[src/rtl/blink_ctrl_pkg.sv]
// Package: shared constants for the two-plane blink controller.
// Assumes 8-bit digit codes; bit positions are decoded by software.
package blink_ctrl_pkg;
    localparam int          CODE_W      = 8;
    localparam int          CFG_RUN     = 0;
    localparam int          CFG_FAST    = 2;
    localparam int          CFG_BLINK   = 3;
    localparam int          CFG_RESTART = 4;
    localparam int          CFG_CLEAR   = 5;
    localparam int          CFG_INDIV   = 6;
    localparam int          CFG_PHASE   = 7;
    localparam logic [7:0]  BLANK_CODE  = 8'h20;
endpackage

[src/rtl/blink_digit_planes.sv]
// Two banks of digit cells built as individual flops so that a clear
// reaches every cell on one edge. Assumes NUM_DIGITS is a power of two.
module blink_digit_planes
    import blink_ctrl_pkg::*;
#(
    parameter int NUM_DIGITS = 16,
    parameter int DIG_W      = 4
) (
    input  logic              clk,
    input  logic              rst_n,
    input  logic              wr_en,
    input  logic              wr_plane,
    input  logic [DIG_W-1:0]  wr_digit,
    input  logic [CODE_W-1:0] wr_data,
    input  logic              clear,
    input  logic              rd_plane,
    input  logic [DIG_W-1:0]  rd_digit,
    output logic [CODE_W-1:0] rd_data
);
    logic [CODE_W-1:0] cells [2][NUM_DIGITS];

    for (genvar p = 0; p < 2; p++) begin : g_plane
        for (genvar d = 0; d < NUM_DIGITS; d++) begin : g_digit
            logic [CODE_W-1:0] cell_q;
            logic              hit;

            assign hit = wr_en && (wr_plane == 1'(p)) && (wr_digit == DIG_W'(d));

            // One digit cell: blank on reset or clear, else load on address hit.
            always_ff @(posedge clk) begin
                if (!rst_n)
                    cell_q <= BLANK_CODE;
                else if (clear)
                    cell_q <= BLANK_CODE;
                else if (hit)
                    cell_q <= wr_data;
            end

            assign cells[p][d] = cell_q;
        end
    end

    // Read mux towards the scan stage.
    always_comb rd_data = cells[rd_plane][rd_digit];
endmodule

[src/rtl/blink_timer.sv]
// Blink phase generator: counts tick pulses while running and toggles the
// phase every FAST_TICKS (fast) or 2*FAST_TICKS (slow) pulses.
// Assumes tick is a one-cycle enable.
module blink_timer #(
    parameter int FAST_TICKS = 2_000_000
) (
    input  logic clk,
    input  logic rst_n,
    input  logic tick,
    input  logic run,
    input  logic fast,
    input  logic restart,
    output logic phase
);
    localparam int SLOW_TICKS = 2 * FAST_TICKS;
    localparam int CNT_W      = (SLOW_TICKS > 1) ? $clog2(SLOW_TICKS) : 1;

    logic [CNT_W-1:0] cnt_q;
    logic [CNT_W-1:0] last_cnt;

    // Terminal count for the selected rate.
    always_comb last_cnt = fast ? CNT_W'(FAST_TICKS - 1) : CNT_W'(SLOW_TICKS - 1);

    // Tick counter and phase flop; restart wins, shutdown holds.
    always_ff @(posedge clk) begin
        if (!rst_n) begin
            cnt_q <= '0;
            phase <= 1'b0;
        end else if (restart) begin
            cnt_q <= '0;
            phase <= 1'b0;
        end else if (run && tick) begin
            if (cnt_q >= last_cnt) begin
                cnt_q <= '0;
                phase <= ~phase;
            end else begin
                cnt_q <= cnt_q + 1'b1;
            end
        end
    end
endmodule

[src/rtl/blink_cfg_reg.sv]
// Control register: stores run, rate, blink enable and intensity mode;
// turns the restart and clear bits into single-cycle pulses, never stored.
module blink_cfg_reg (
    input  logic clk,
    input  logic rst_n,
    input  logic wr,
    input  logic d_run,
    input  logic d_fast,
    input  logic d_blink,
    input  logic d_indiv,
    input  logic d_restart,
    input  logic d_clear,
    output logic run,
    output logic fast,
    output logic blink_en,
    output logic indiv,
    output logic restart,
    output logic clear
);
    // Persistent bits; reset leaves the display shut down.
    always_ff @(posedge clk) begin
        if (!rst_n) begin
            run      <= 1'b0;
            fast     <= 1'b0;
            blink_en <= 1'b0;
            indiv    <= 1'b0;
        end else if (wr) begin
            run      <= d_run;
            fast     <= d_fast;
            blink_en <= d_blink;
            indiv    <= d_indiv;
        end
    end

    // Transient action pulses, valid in the write cycle only.
    always_comb begin
        restart = wr && d_restart;
        clear   = wr && d_clear;
    end
endmodule

[src/rtl/blink_ctrl.sv]
// Top: two-plane digit store with blink phase selection and control register.
// Address map: top bit set = digit cell {plane, digit}; all zero = control.
module blink_ctrl
    import blink_ctrl_pkg::*;
#(
    parameter  int NUM_DIGITS = 16,
    parameter  int FAST_TICKS = 2_000_000,
    localparam int DIG_W      = $clog2(NUM_DIGITS),
    localparam int ADDR_W     = DIG_W + 2
) (
    input  logic              clk,
    input  logic              rst_n,
    input  logic              mux_tick,
    input  logic              wr_en,
    input  logic [ADDR_W-1:0] wr_addr,
    input  logic [7:0]        wr_data,
    input  logic [DIG_W-1:0]  scan_digit,
    output logic [7:0]        digit_data,
    output logic [7:0]        cfg_rdata,
    output logic              shutdown,
    output logic              intensity_indiv
);
    logic       cfg_wr, dig_wr;
    logic       run, fast, blink_en, indiv, restart, clear, phase;
    logic [7:0] plane_data;

    // Address decode.
    always_comb begin
        cfg_wr = wr_en && (wr_addr == '0);
        dig_wr = wr_en && wr_addr[ADDR_W-1];
    end

    blink_cfg_reg u_cfg (
        .clk       (clk),
        .rst_n     (rst_n),
        .wr        (cfg_wr),
        .d_run     (wr_data[CFG_RUN]),
        .d_fast    (wr_data[CFG_FAST]),
        .d_blink   (wr_data[CFG_BLINK]),
        .d_indiv   (wr_data[CFG_INDIV]),
        .d_restart (wr_data[CFG_RESTART]),
        .d_clear   (wr_data[CFG_CLEAR]),
        .run       (run),
        .fast      (fast),
        .blink_en  (blink_en),
        .indiv     (indiv),
        .restart   (restart),
        .clear     (clear)
    );

    blink_timer #(.FAST_TICKS(FAST_TICKS)) u_timer (
        .clk     (clk),
        .rst_n   (rst_n),
        .tick    (mux_tick),
        .run     (run),
        .fast    (fast),
        .restart (restart),
        .phase   (phase)
    );

    blink_digit_planes #(.NUM_DIGITS(NUM_DIGITS), .DIG_W(DIG_W)) u_planes (
        .clk      (clk),
        .rst_n    (rst_n),
        .wr_en    (dig_wr),
        .wr_plane (wr_addr[DIG_W]),
        .wr_digit (wr_addr[DIG_W-1:0]),
        .wr_data  (wr_data),
        .clear    (clear),
        .rd_plane (blink_en & phase),
        .rd_digit (scan_digit),
        .rd_data  (plane_data)
    );

    // Output gating and control readback assembly.
    always_comb begin
        digit_data            = run ? plane_data : 8'h00;
        cfg_rdata             = '0;
        cfg_rdata[CFG_RUN]    = run;
        cfg_rdata[CFG_FAST]   = fast;
        cfg_rdata[CFG_BLINK]  = blink_en;
        cfg_rdata[CFG_INDIV]  = indiv;
        cfg_rdata[CFG_PHASE]  = phase;
        shutdown              = ~run;
        intensity_indiv       = indiv;
    end
endmodule

[config.mk]
export PLATFORM = sky130hd
export DESIGN_NAME = blink_ctrl
export DESIGN_NICKNAME = d
export VERILOG_FILES = /design/src/rtl/blink_ctrl_pkg.sv /design/src/rtl/blink_digit_planes.sv /design/src/rtl/blink_timer.sv /design/src/rtl/blink_cfg_reg.sv /design/src/rtl/blink_ctrl.sv
export SDC_FILE = /design/constraint.sdc
export NUM_CORES = 1
export LEC_CHECK = 0
export BUFFER_PORTS_ARGS = -buffer_cell sky130_fd_sc_hd__buf_4
export CORE_MARGIN = 1
export CORE_UTILIZATION = 40
export CTS_BUF_LIST = sky130_fd_sc_hd__clkbuf_4
export DETAILED_ROUTE_END_ITERATION = 10
export GPL_ROUTABILITY_DRIVEN = 0
export SETUP_SLACK_MARGIN = 0.1
export SYNTH_ARGS = -nofsm -noshare
export SYNTH_HDL_FRONTEND = slang
export SYNTH_SLANG_ARGS = --single-unit
[constraint.sdc]
create_clock -name clk -period 4.3 [get_ports clk]
set_input_delay 0.86 -clock clk [delete_from_list [all_inputs] [get_ports clk]]
set_output_delay 0.86 -clock clk [all_outputs]
set_load 0.02 [all_outputs]
# Yosys cells after proc, flatten, opt, wreduce, memory -nomap -nowiden
# Index checks and enable logic that the tools add are counted.
[word_totals]
out_inout_bits = 18
wordCells = 117
ff_bits = 283
input_bits = 22
[op_classes]
n_mux = 9
n_lt_le_gt_ge = 3
n_bitwise = 7
n_eq_ne = 15
reduce_logical = 44
add_sub_neg = 1
[op_table]
columns = ["operator", "n"]
rows = [
  ["two-way mux 128 bit", 3],
  ["two-way mux 22 bit", 2],
  ["logical AND 1 bit", 39],
  ["binary-select mux 8 bit (select 4 bit)", 1],
  ["== test 4 bit, second input constant", 8],
  ["two-way mux 8 bit", 3],
  ["adder 22 x 1 -> 22 bit, second input constant", 1],
  [">= comparator 22 bit", 1],
  ["== test 4 x 3 -> 1 bit, second input constant", 4],
  ["== test 4 x 2 -> 1 bit, second input constant", 2],
  ["logical NOT 6 bit", 1],
  [">= comparator 5 bit, second input constant", 1],
  ["inverter 4 -> 5 bit", 1],
  ["== test 4 x 1 -> 1 bit, second input constant", 1],
  ["logical NOT 4 bit", 1],
  ["inverter 1 bit", 4],
  ["OR reduction 2 bit", 2],
  [">= comparator 2 bit, second input constant", 1],
  ["inverter 1 -> 2 bit", 1],
  ["AND reduction 2 bit", 1],
  ["AND 1 bit", 1],
]

# Logic depth before layout (Yosys ltp)
[logic_depth]
depth_word = 9
mapped_depth = 8
mapped_depth_nobuf = 7

# Hierarchy
# From an unflattened synthesis, not the netlist that was laid out.
[hier_totals]
cells_unflattened = 1501
area_unflattened_um2 = 13352.8
[by_module_without_submodules]
columns = ["mod", "n_inst", "area_per_inst_um2", "cells_each"]
rows = [
  ["blink_digit_planes", 1, 11801.3, 1324],
  ["blink_timer", 1, 1227.4, 140],
  ["blink_cfg_reg", 1, 171.4, 15],
  ["blink_ctrl", 1, 152.6, 22],
]

# Worst setup path before layout
# Ideal clock, no wire load.
[synth_path]
kind = "input-to-output"
startpoint = "in scan_digit[0]"
endpoint = "out digit_data[4]"
path_slack_ps = 1180
required_ps = 3440
n_path_buf = 2
cell_stages = 5
arrival_time_ps = 2260
path_cell_list = "buf_2 > buf_2 > mux4_2 > a2111oi_0 > o211ai_1"
[synth_between]
elab_chain_len = 5
[synth_lines]
columns = ["item", "line_no", "rtl"]
rows = [
  ["from (decl)", "blink_ctrl.sv:17", "input logic [DIG_W-1:0] scan_digit,"],
  ["inverter 4 -> 5 bit (not written as such)", "blink_digit_planes.sv:44", "always_comb rd_data = cells[rd_plane][rd_digit];"],
  ["binary-select mux 8 bit (select 4 bit)", "blink_digit_planes.sv:44", ""],
  ["two-way mux 8 bit (not written as such) (2 in a row)", "blink_digit_planes.sv:44", ""],
  ["two-way mux 8 bit", "blink_ctrl.sv:76", "digit_data = run ? plane_data : 8'h00;"],
  ["to (decl)", "blink_ctrl.sv:18", "output logic [7:0] digit_data,"],
]
# No other way between the ends. The select of a mux whose other input is x is not followed.

# Worst setup path in the final report
[layout_path]
startpoint = "reg u_cfg.blink_en"
endpoint = "out digit_data[2]"
[layout_between]
elab_chain_len = 9
[layout_lines]
columns = ["item", "line_no", "rtl"]
rows = [
  ["from (decl)", "blink_cfg_reg.sv:15", "output logic blink_en,"],
  ["from (signal assigned)", "blink_cfg_reg.sv:30", "blink_en <= d_blink;"],
  ["AND 1 bit", "blink_ctrl.sv:69", ".rd_plane (blink_en & phase),"],
  ["inverter 1 -> 2 bit (not written as such)", "blink_digit_planes.sv:44", ""],
  ["two-way mux 128 bit (not written as such) (3 in a row)", "blink_digit_planes.sv:44", ""],
  ["binary-select mux 8 bit (select 4 bit)", "blink_digit_planes.sv:44", ""],
  ["two-way mux 8 bit (not written as such) (2 in a row)", "blink_digit_planes.sv:44", ""],
  ["two-way mux 8 bit", "blink_ctrl.sv:76", ""],
]
# No other way between the ends. The select of a mux whose other input is x is not followed.

==> impl_metrics.env <==
export IMPL_drt_iter0_markers=931
export IMPL_clkLatencyLatePin_ns=0.71
export IMPL_core_um2=31700
export IMPL_arrival_ns=3.16
export IMPL_synth_top_flop_cell="dfxtp_1"
export IMPL_post_route_period_util=0.934
export IMPL_slew_violations=0
export IMPL_ant_nets=0
export IMPL_worst_hold_slack_ns=0.460
export IMPL_yosys_register_bits=283
export IMPL_critical_path_slowest_cell="mux2i_1"
export IMPL_hold_depth=2
export IMPL_final_cell_mix="mux2i_1 (289), dfxtp_1 (283), nor2_1 (237), nand2_1 (144), clkbuf_4 (120)"
export IMPL_crit_fanout=30
export IMPL_std_cell_rows=65
export IMPL_p_leak_nw=5.47
export IMPL_r2r_start="u_cfg.fast$_SDFFE_PN0P_"
export IMPL_dieArea_um2=33100
export IMPL_cts_tree="yes"
export IMPL_hpwl_um=22000
export IMPL_synth_edf_count=0
export IMPL_dieWidth_um=182
export IMPL_wirelength_um=34600
export IMPL_vias=9957
export IMPL_r2r_end="u_timer.cnt_q[21]$_SDFFE_PP0P_"
export IMPL_maxCapViolCount=0
export IMPL_wl_per_cell_um=18.9
export IMPL_htreeDepth=3
export IMPL_crit_type="reg -> out"
export IMPL_reg2reg_slack_ns=1.45
export IMPL_tightest_slew_ns=0.941
export IMPL_ios=40
export IMPL_syn_to_final_growth_pct=10.0
export IMPL_status="finished, final reports clean"
export IMPL_slowest_delay_ns=0.42
export IMPL_endpoint_kind="output port"
export IMPL_avgSynthCellArea_um2=9.57
export IMPL_final_setup_viol_count=0
export IMPL_synth_seq_area_share=0.437
export IMPL_final_common_cell="mux2i_1"
export IMPL_grt_pass1_wl_um=54700
export IMPL_port_buffers=36
export IMPL_post_cts_buffers=0
export IMPL_grt_max_degree=75
export IMPL_synth_async_reset_ratio=0
export IMPL_synth_cells=1354
export IMPL_antenna_found_initial=1
export IMPL_vdd_drop_max_mv=0.270
export IMPL_worstPathCellList="nand2_4, buf_4, mux2i_1, o22ai_1, o21ai_0, o211ai_1, buf_4"
export IMPL_finalCriticalPeriod_ns=4.02
export IMPL_drive_gt1_frac=0.160
export IMPL_critPathMostFrequentCell="buf_4"
export IMPL_fmax_mhz=249
export IMPL_clock_skew_ns=0.0236
export IMPL_grt_usage=0.212
export IMPL_cts_resized=0
export IMPL_synth_area_um2=13000
export IMPL_cts_sinks=283
export IMPL_relSlewSlack=0.368
export IMPL_r2r_cells=7
export IMPL_cts_root_buf="clkbuf_4"
export IMPL_die_y_um=182
export IMPL_cts_clk_slew_worst_paths_ns=0.06
export IMPL_n_fill_cell=3180
export IMPL_ys_warn_count=0
export IMPL_crit_family="compound AO/OA/AOI/OAI gates"
export IMPL_initial_utilization=0.409
export IMPL_rsz0062_at_grt="no"
export IMPL_fin_nets=1401
export IMPL_cp_required_ns=3.44
export IMPL_cp_num_buf_inv=2
export IMPL_numCtsBuffers=77
export IMPL_worstHoldEndpoint="u_planes.g_plane[1].g_digit[0].cell_q[7]$_SDFFE_PP0P_"
export IMPL_grt_ovfl_total=0
export IMPL_synth_cell_types=48
export IMPL_p_per_area_nw_per_um2=370
export IMPL_cts_buffer_depth=3
export IMPL_vias_per_cell=5.45
export IMPL_final_util=0.450
export IMPL_startpoint_type="flip-flop"
export IMPL_tns_ns=0
export IMPL_min_from="u_planes.g_plane[1].g_digit[0].cell_q[7]$_SDFFE_PP0P_"
export IMPL_ctsHoldBuffers=0
export IMPL_firstDrtPassIters=5
export IMPL_drc=0
export IMPL_min_path_type="reg -> reg"
export IMPL_finalHoldViolations=0
export IMPL_grt_pass1_vias=9883
## where the power goes
group / total [mW] / leakage [nW] / switching, mW / internal, mW
Clock: 2.40 / 0.588 / 1.09 / 1.32
Combinational: 0.241 / 2.61 / 0.179 / 0.0616
Sequential: 2.64 / 2.28 / 0.00516 / 2.63
Total: 5.28 / 5.47 / 1.27 / 4.01
## stage by stage
step	cell area, um^2	setup WS (ns)	cells	power, mW
after global routing	14300	0.148	1826	5.50
after detailed placement	13300	0.608	1694	2.93
after floorplan	13000	1.18	1356	2.87
after global placement	13300	0.624	1694	2.93
final	14300	0.282	1826	5.28
after CTS	14300	0.269	1825	5.36
## cell type report
class                   instances  area, um^2  area share
inverters                       4        15.0     0.00105
clock inverters                11        72.6     0.00509
well taps                     402         503      0.0353
diodes                          1        2.50    0.000175
repair buffers                 47         403      0.0282
multi-input cells             958        6700       0.470
clock buffers                 120         901      0.0632
flip-flops and latches        283        5670       0.397
## synth_stat cells, types with 2 or more instances
library cell	instances	area (um^2)
buf_1	3	11.3
and4_1	2	17.5
and2_1	4	25.0
or3_1	4	25.0
mux2i_1	289	2890
o221ai_1	7	61.3
nand3b_1	2	15.0
nand4_1	19	119
xnor2_1	6	52.6
nand2_2	2	12.5
or3b_2	2	17.5
nor4_4	3	63.8
nor2_1	237	890
o211ai_1	9	67.6
nand3_1	43	215
mux4_2	24	541
inv_1	4	15.0
buf_2	30	150
buf_6	9	101
dfxtp_1	283	5670
o22ai_1	16	100
a21boi_0	2	15.0
and3_1	4	25.0
clkbuf_1	46	173
nor3b_1	2	15.0
nor2b_1	10	62.6
a32oi_1	8	70.1
nand3_4	2	35.0
nor4_1	2	12.5
nand2_1	144	541
o311ai_0	3	26.3
o21ai_0	9	45.0
nor2_2	18	113
a2111oi_0	7	61.3
nor3_1	6	30.0
a21oi_1	31	155
nand2b_1	7	43.8
ha_1	8	100
buf_4	23	173
nor3_2	2	20.0
xor2_1	15	131
## worst max-delay path by stage
stage                                start            end  slack (ns)  cells after the start
2_1_floorplan                scan_digit[0]  digit_data[4]        1.18                      5
3_3_place_gp                 scan_digit[0]  digit_data[0]        0.62                      6
3_5_place_dp                 scan_digit[0]  digit_data[0]        0.61                      6
4_1_cts        u_cfg.blink_en$_SDFFE_PN0P_  digit_data[0]        0.27                      7
5_1_grt        u_cfg.blink_en$_SDFFE_PN0P_  digit_data[7]        0.15                      7
6_report       u_cfg.blink_en$_SDFFE_PN0P_  digit_data[2]        0.28                      7
## per-layer routing
layer	share of wire	track usage	routed length (um)
met1	0.45	0.281	15700
met2	0.45	0.330	15600
met3	0.065	0.0507	2260
met4	0.027	0.0854	935
met5	0.0028	0.0222	96
## worst reg2reg max path: stages (launching register included)
cell	delay, ns
dfxtp_1	0.48
inv_1	0.14
ha_1	0.21
a2111oi_0	0.39
a21oi_1	0.10
o21ai_0	0.30
nand4_1	0.78
nor2_1	0.32
## logic make-up after synthesis
family / Yosys count / share of synthesized area
compound gates: 93 / 0.0471
xor+xnor: 21 / 0.0142
fa+ha+maj: 8 / 0.00772
buf+inv: 115 / 0.0481
flops: 283 / 0.437
mux: 313 / 0.265
other cells: 1 / 0.000289
simple gates: 520 / 0.181
## flip-flops by register name (all words and copies together) (netlist names)
name,flops
u_cfg.indiv,1
u_timer.cnt_q,22
u_cfg.blink_en,1
u_cfg.fast,1
u_planes.g_plane.g_digit.cell_q,256
u_cfg.run,1
u_timer.phase,1
(Power assumes the default switching activity.)
